File: config.mk
export PLATFORM = sky130hd
export DESIGN_NAME = refresh_scheduler
export DESIGN_NICKNAME = d
export VERILOG_FILES = /design/src/rtl/refresh_pkg.sv /design/src/rtl/refresh_timer.sv /design/src/rtl/refresh_row_counter.sv /design/src/rtl/refresh_owed.sv /design/src/rtl/refresh_scheduler.sv
export SDC_FILE = /design/constraint.sdc
export NUM_CORES = 1
export LEC_CHECK = 0
export ABC_AREA = 1
export BUFFER_PORTS_ARGS = -buffer_cell sky130_fd_sc_hd__buf_2
export CAP_MARGIN = 20
export CORE_MARGIN = 2
export CORE_UTILIZATION = 35
export DETAILED_ROUTE_END_ITERATION = 10
export SYNTH_ARGS = -nofsm -noshare
export SYNTH_HDL_FRONTEND = slang
export SYNTH_HIERARCHICAL = 1
export SYNTH_SLANG_ARGS = --single-unit
File: constraint.sdc
create_clock -name clk -period 4.95 [get_ports clk]
set_input_delay 0.495 -clock clk [delete_from_list [all_inputs] [get_ports clk]]
set_output_delay 0.495 -clock clk [all_outputs]
set_load 0.05 [all_outputs]
File: src/rtl/refresh_pkg.sv
package refresh_pkg;

  typedef enum logic {
    MODE_SPREAD = 1'b0,
    MODE_BURST  = 1'b1
  } refresh_mode_e;

  // Ceiling on refreshes that may be owed in spread mode
  localparam int unsigned OWED_MAX = 8;
  localparam int unsigned OWED_W   = $clog2(OWED_MAX + 1);

  function automatic int unsigned spread_cycles(input int unsigned ret_ns,
                                                input int unsigned rows,
                                                input int unsigned clk_ns);
    return ret_ns / rows / clk_ns;
  endfunction

  function automatic int unsigned window_cycles(input int unsigned ret_ns,
                                                input int unsigned clk_ns);
    return ret_ns / clk_ns;
  endfunction

endpackage

File: src/rtl/refresh_timer.sv
module refresh_timer
  import refresh_pkg::*;
#(
  parameter int unsigned INTERVAL = 781,
  parameter int unsigned WINDOW   = 3200000
) (
  input  logic          clk,
  input  logic          rst,
  input  refresh_mode_e mode,
  input  logic          restart,
  output logic          tick
);
  localparam int unsigned CNT_W = (WINDOW > 1) ? $clog2(WINDOW) : 1;
  localparam logic [CNT_W-1:0] SPREAD_LAST = CNT_W'(INTERVAL - 1);
  localparam logic [CNT_W-1:0] BURST_LAST  = CNT_W'(WINDOW - 1);

  logic [CNT_W-1:0] count_q;
  logic [CNT_W-1:0] last;

  assign last = (mode == MODE_BURST) ? BURST_LAST : SPREAD_LAST;
  assign tick = !restart && (count_q >= last);

  always_ff @(posedge clk) begin
    if (rst || restart) begin
      count_q <= '0;
    end else if (count_q >= last) begin
      count_q <= '0;
    end else begin
      count_q <= count_q + 1'b1;
    end
  end

  // no period expires on the edge that restarts the timer
  assert_restart_quiet_R9: assert property (@(posedge clk) disable iff (rst)
    restart |=> (count_q == '0));

endmodule

File: src/rtl/refresh_row_counter.sv
module refresh_row_counter #(
  parameter int unsigned ROWS = 4096
) (
  input  logic                    clk,
  input  logic                    rst,
  input  logic                    advance,
  output logic [$clog2(ROWS)-1:0] row
);
  localparam int unsigned ROW_W = $clog2(ROWS);
  localparam logic [ROW_W-1:0] LAST_ROW = ROW_W'(ROWS - 1);

  logic [ROW_W-1:0] row_q;
  logic [ROW_W-1:0] row_next;

  generate
    if ((1 << ROW_W) == ROWS) begin : g_pow2_wrap
      // Row count fills the field: natural overflow wraps to zero
      assign row_next = row_q + 1'b1;
    end else begin : g_cmp_wrap
      assign row_next = (row_q == LAST_ROW) ? '0 : row_q + 1'b1;
    end
  endgenerate

  always_ff @(posedge clk) begin
    if (rst) begin
      row_q <= '0;
    end else if (advance) begin
      row_q <= row_next;
    end
  end

  assign row = row_q;

endmodule

File: src/rtl/refresh_owed.sv
module refresh_owed
  import refresh_pkg::*;
#(
  parameter int unsigned ROWS = 4096
) (
  input  logic          clk,
  input  logic          rst,
  input  refresh_mode_e mode,
  input  logic          tick,
  input  logic          accept,
  output logic          pending,
  output logic          burst_active
);
  localparam int unsigned LEFT_W = $clog2(ROWS + 1);
  localparam logic [LEFT_W-1:0] FULL_BURST = LEFT_W'(ROWS);
  localparam logic [OWED_W-1:0] OWED_CAP   = OWED_W'(OWED_MAX);

  logic [LEFT_W-1:0] left_q;
  logic [OWED_W-1:0] owed_q;
  logic              active_q;
  logic              serve_burst;
  logic              serve_owed;
  logic              spread_tick;
  logic              burst_tick;

  assign spread_tick = tick && (mode == MODE_SPREAD);
  assign burst_tick  = tick && (mode == MODE_BURST);
  // A burst in progress is served before owed spread refreshes
  assign serve_burst = accept && (left_q != '0);
  assign serve_owed  = accept && (left_q == '0);

  always_ff @(posedge clk) begin
    if (rst) begin
      left_q <= '0;
    end else if (burst_tick) begin
      left_q <= FULL_BURST;
    end else if (serve_burst) begin
      left_q <= left_q - 1'b1;
    end
  end

  always_ff @(posedge clk) begin
    if (rst) begin
      owed_q <= '0;
    end else if (spread_tick && !serve_owed) begin
      if (owed_q != OWED_CAP) begin
        owed_q <= owed_q + 1'b1;
      end
    end else if (serve_owed && !spread_tick) begin
      owed_q <= owed_q - 1'b1;
    end
  end

  always_ff @(posedge clk) begin
    if (rst) begin
      active_q <= 1'b0;
    end else if (serve_burst) begin
      active_q <= (left_q != LEFT_W'(1));
    end
  end

  assign pending      = (left_q != '0) || (owed_q != '0);
  assign burst_active = active_q;

  assert_owed_cap_R6: assert property (@(posedge clk) disable iff (rst)
    owed_q <= OWED_CAP);

  assert_owed_keep_R6: assert property (@(posedge clk) disable iff (rst)
    (spread_tick && !accept && owed_q == OWED_CAP) |=> (owed_q == OWED_CAP));

  assert_active_rise_R8: assert property (@(posedge clk) disable iff (rst)
    $rose(burst_active) |-> $past(accept));

  assert_burst_hold_R7: assert property (@(posedge clk) disable iff (rst)
    (left_q > LEFT_W'(1)) |=> pending);

endmodule

File: src/rtl/refresh_scheduler.sv
module refresh_scheduler
  import refresh_pkg::*;
#(
  parameter int unsigned RETENTION_NS  = 64000000,
  parameter int unsigned ROWS          = 4096,
  parameter int unsigned CLK_PERIOD_NS = 20
) (
  input  logic                    clk,
  input  logic                    rst,
  input  logic                    mode_burst,
  output logic                    refresh_valid,
  input  logic                    refresh_ready,
  output logic [$clog2(ROWS)-1:0] refresh_row,
  output logic                    burst_active
);
  localparam int unsigned INTERVAL = spread_cycles(RETENTION_NS, ROWS, CLK_PERIOD_NS);
  localparam int unsigned WINDOW   = window_cycles(RETENTION_NS, CLK_PERIOD_NS);
  localparam int unsigned ROW_W    = $clog2(ROWS);
  localparam logic [ROW_W-1:0] LAST_ROW = ROW_W'(ROWS - 1);

  refresh_mode_e mode_in;
  refresh_mode_e mode_q;
  logic          restart;
  logic          tick;
  logic          accept;

  assign mode_in = refresh_mode_e'(mode_burst);
  assign restart = (mode_in != mode_q);
  assign accept  = refresh_valid && refresh_ready;

  always_ff @(posedge clk) begin
    if (rst) begin
      mode_q <= mode_in;
    end else begin
      mode_q <= mode_in;
    end
  end

  refresh_timer #(
    .INTERVAL (INTERVAL),
    .WINDOW   (WINDOW)
  ) u_timer (
    .clk     (clk),
    .rst     (rst),
    .mode    (mode_q),
    .restart (restart),
    .tick    (tick)
  );

  refresh_owed #(
    .ROWS (ROWS)
  ) u_owed (
    .clk          (clk),
    .rst          (rst),
    .mode         (mode_q),
    .tick         (tick),
    .accept       (accept),
    .pending      (refresh_valid),
    .burst_active (burst_active)
  );

  refresh_row_counter #(
    .ROWS (ROWS)
  ) u_rows (
    .clk     (clk),
    .rst     (rst),
    .advance (accept),
    .row     (refresh_row)
  );

  assert_hold_req_R3: assert property (@(posedge clk) disable iff (rst)
    (refresh_valid && !refresh_ready) |=> (refresh_valid && $stable(refresh_row)));

  assert_row_step_R4: assert property (@(posedge clk) disable iff (rst)
    (accept && refresh_row != LAST_ROW) |=> (refresh_row == $past(refresh_row) + 1'b1));

  assert_row_idle_R4: assert property (@(posedge clk) disable iff (rst)
    !accept |=> $stable(refresh_row));

  assert_row_wrap_R5: assert property (@(posedge clk) disable iff (rst)
    (accept && refresh_row == LAST_ROW) |=> (refresh_row == '0));

  assert_spread_req_R2: assert property (@(posedge clk) disable iff (rst)
    (tick && mode_q == MODE_SPREAD) |=> refresh_valid);

endmodule

==> reports/metrics.yaml <==
outcome:
  status: "completed"
sta:
  worst_slew_pin_slew_ns: 0.945
  post_route_skew_ns: 0.00881
  fin_setup_tns_ns: 0
  final-max-slew-violation-count: 0
  period_share_pct: 66.8
  grt_setup_unrepaired: "no"
  number_of_endpoints_with_negative_hold_slack_in_the_final_report: 0
  fmax_ghz: 0.302
  layout_min_cycle_time_ns: 3.31
  setup_viol_count_final: 0
  slew_headroom_pct: 36.9
finish:
  final_nets: 496
  finish.instance_area_sq_um: 3510
  antennaDiodeCount: 0
  final_layout_size_suffix_gt1_share_pct: 16.0
  syn2layout_area_growth_pct: 7.85
clock_network:
  clock_tree.root_cell: "sky130_fd_sc_hd__clkbuf_8"
  post_cts_buffers: 0
  cts_bufs_inserted: 5
  clock_path_buffers: 2
  tritoncts: "yes"
  cts_hold_repair.buffers: 0
  h-tree-depth: 2
  clkSinkCount: 53
  insertion_delay_ns: 0.31
  cts_resized: 0
  path_clk_slew_ns: 0.10
detailed_routing:
  highest_metal_layer_used_by_the_detailed_router: "met4"
  via_count: 2767
  detail_route.drc_violations: 0
  routed_wire_length_per_instance_um: 10.9
  route.layer.met1.wl_mm: 3.21
  postRouteAntennaNets: 0
  vias_per_cell: 4.73
  drt_wl_total_mm: 6.38
  wl_met3_um: 163
  drt-pass1-iter-count: 6
  detail_route.iter0.violations: 92
  met2WireLength_mm: 2.91
floorplanning:
  die_height_um: 100
  io_pins: 18
  fp.dieArea_sq_um: 10100
  initial_utilization_pct: 35.7
  core_sq_um: 9110
  rows: 35
  die_x_um: 100
pwr:
  power_per_cell_area_nw_per_um2: 374
  leakage_nw: 1.48
  switching_power_summed_over_all_nets_mw: 0.551
  total_power_mw: 1.31
  p_clk_share_pct: 18.7
  internal_power_mw: 0.760
  combinationalPowerShare_pct: 40.3
  p_sw_share_pct: 42.0
  power_share_of_the_sequential_group_pct: 41.0
  vdd.ir_drop.worst_v: 0.000137
synth:
  synth.net_count: 478
  ranking_of_synthesized_cells_by_area: "sky130_fd_sc_hd__dfxtp_1 (33%), sky130_fd_sc_hd__nand2_1 (12%), sky130_fd_sc_hd__ha_1 (6.9%), sky130_fd_sc_hd__nor2_1 (6.4%), sky130_fd_sc_hd__inv_1 (5.5%)"
  postSynthCellCount: 455
  synth.cell_area_sq_um: 3250
  main_flop_type_after_synthesis: "sky130_fd_sc_hd__dfxtp_1"
  post-synth-top-area-cell: "sky130_fd_sc_hd__dfxtp_1"
  ys.warnings.count: 6
  synth_enable_flop_cells: 0
  synth_top_cell_area_share_pct: 32.6
  asyncSetResetFlopFracSynth_pct: 0
  post_synth.cell_area_avg_sq_um: 7.14
  ys_seq_area_share_pct: 32.6
  postSynthRegisterBits: 53
  synth.distinct_cells: 40
critical_path:
  critPathMaxFanout: 10
  crit_path_frequent_cell: "sky130_fd_sc_hd__inv_1"
  rrSetupSlack_ns: 1.64
  r2r.worst_path.cells: 21
  regToRegStartpoint: "mode_q$_DFF_P_"
  crit_path_cells: "inv_1 > ha_1 > nand2_1 > inv_1 > nand3_1 > nor2_1 > nand3_1 > a31oi_1 > inv_1 > or2_2 > inv_1 > nand2_1 > ha_1 > a21o_1 > a21oi_1 > inv_1 > nand2_1 > nand2_1 > nor2_1 > nor2_1 > nor2_1"
  crit_path_top_delay_cell: "sky130_fd_sc_hd__dfxtp_1"
  worst_ep_arrival_time_ns: 3.56
  critPathBufInv: 5
  rr_endpoint: "u_owed/owed_q[3]$_SDFFE_PP0P_"
  worstSetupPathType: "flip-flop to flip-flop"
  worst_setup_path_start_kind: "flip-flop"
  critical_path.top_delay_family: "simple AND/OR/NAND/NOR gates"
  slowest_delay_ns: 0.42
  cp_data_required_time_ns: 5.21
  critical_path.endpoint_type: "flip-flop"
min_path:
  hold_path_end: "mode_q$_DFF_P_"
  timing.hold.worst.start: "mode_burst"
  timing.hold.worst_path_depth: 1
  worst_hold_path_type: "input port to flip-flop"
global_routing:
  antenna_found_initial: 0
  grt_start_max_net_pins: 23
  first_global_vias: 2664
  globalRouteOverflowTotal: 0
  grtUsageTotal_pct: 13.8
  wire_length_of_the_first_global_routing_pass_mm: 11.5
placement:
  placedInstanceArea_sq_um: 3420
  finalWeightedCongestion: 0.835
  numPortBuffers: 17
  dp.final_hpwl_mm: 4.89
job:
  timing.max_cap.violations: 0
==> power groups by stage <==
stage	Combinational, mW	Sequential (mW)	Clock [mW]
floorplan	0.428	0.575	0
global placement	0.521	0.547	0
detailed placement	0.529	0.548	0
CTS	0.531	0.538	0.258
global route	0.605	0.547	0.277
finish	0.529	0.537	0.245
==> metal layers <==
layer  global-route usage, %  vias up
li1                        -     1488
met3                    2.92        8
met1                    17.5     1247
met5                       0        -
met4                    4.11        0
met2                    23.4       24
==> kinds of logic (layout without fill, tap and decap cells) <==
| kind of cell | count (synthesis) | in the layout | share of synthesized area, % |
|---|---|---|---|
| DFF | 53 | 53 | 32.6 |
| AOI/OAI and AO/OA | 44 | 44 | 7.58 |
| buffers and inverters | 58 | 77 | 7.81 |
| xor gates and xnor gates | 21 | 21 | 5.66 |
| and+or+nand+nor | 260 | 260 | 38.8 |
| adders and majority gates | 19 | 19 | 7.54 |
==> sequential cells by signal (all words and copies together) (netlist names) <==
register and count:
mode_q 1, u_timer/count_q 22, u_owed/left_q 13, u_rows/row 12, u_owed/owed_q 4, u_owed/burst_active 1
==> worst reg2reg max path, delay by kind of cell, from the launching register on <==
family	cells	cell delay (ns)
AND/OR/NAND/NOR	11	1.16
adder cells (fa/ha/maj)	2	0.65
AO/OA/AOI/OAI	3	0.55
buffers and inverters	5	0.47
flip-flops	1	0.42
==> cells in the final DEF (no fill, tap or decap), drive strengths merged <==
cell      Yosys  layout
a21oi        27      27
nor2         92      92
nand4        12      12
nand3        27      27
nor3b         1       1
inv          51      51
o21ai         9       9
clkbuf        1       6
nand3b        6       6
buf           5      17
a21o          2       2
nand2       109     109
clkinvlp      0       2
a211oi        2       2
dfxtp        53      53
nor3          9       9
fa            1       1
a31oi         2       2
or2           3       3
o21a          1       1
clkinv        1       1
ha           18      18
xor2         13      13
o21bai        1       1
xnor2         8       8
or3           1       1
==> worst max-delay path by stage <==
| stage | end | start | depth (start not counted) | slack [ns] |
|---|---|---|---|---|
| floorplan | u_owed/owed_q[3]$_SDFFE_PP0P_ | mode_q$_DFF_P_ | 20 | 1.95 |
| finish | u_owed/owed_q[3]$_SDFFE_PP0P_ | mode_q$_DFF_P_ | 21 | 1.64 |
| global route | u_owed/owed_q[3]$_SDFFE_PP0P_ | mode_q$_DFF_P_ | 21 | 1.19 |
| detailed placement | u_owed/owed_q[3]$_SDFFE_PP0P_ | mode_q$_DFF_P_ | 20 | 1.63 |
| global placement | u_owed/owed_q[3]$_SDFFE_PP0P_ | mode_q$_DFF_P_ | 20 | 1.74 |
| CTS | u_owed/owed_q[3]$_SDFFE_PP0P_ | mode_q$_DFF_P_ | 21 | 1.61 |
==> cell usage after synthesis, types with 2 or more instances <==
cell type,count
sky130_fd_sc_hd__ha_1,18
sky130_fd_sc_hd__a21o_1,2
sky130_fd_sc_hd__nand4_1,11
sky130_fd_sc_hd__nand2_2,5
sky130_fd_sc_hd__nor3_1,9
sky130_fd_sc_hd__nand2_1,103
sky130_fd_sc_hd__nor2_1,55
sky130_fd_sc_hd__o21ai_1,2
sky130_fd_sc_hd__inv_2,2
sky130_fd_sc_hd__o21ai_0,7
sky130_fd_sc_hd__nor2_2,28
sky130_fd_sc_hd__buf_6,4
sky130_fd_sc_hd__xor2_1,13
sky130_fd_sc_hd__nand3b_1,5
sky130_fd_sc_hd__dfxtp_1,53
sky130_fd_sc_hd__a31oi_1,2
sky130_fd_sc_hd__inv_1,48
sky130_fd_sc_hd__a21oi_1,26
sky130_fd_sc_hd__xnor2_1,8
sky130_fd_sc_hd__nand3_1,26
sky130_fd_sc_hd__nor2_4,9
==> stage by stage <==
| stage | utilization, % | worst slack [ns] | instances | hold WS [ns] |
|---|---|---|---|---|
| after floorplan | - | 1.95 | 455 | 0.464 |
| after global placement | 37.5 | 1.74 | 577 | 0.481 |
| after detailed placement | 37.5 | 1.63 | 577 | 0.488 |
| after CTS | 38.5 | 1.61 | 585 | 0.321 |
| after global routing | 38.5 | 1.19 | 585 | 0.311 |
| final | 38.5 | 1.64 | 585 | 0.326 |
==> final cells by class <==
cell class,instances,area [sq um]
Fill cell,983,5600
Clock inverter,2,15.0
Inverter,52,198
Tap cell,111,139
Multi-Input combinational cell,344,1940
Sequential cell,53,1060
Clock buffer,6,72.6
Timing Repair Buffer,17,85.1
(Power assumes the default switching activity.)
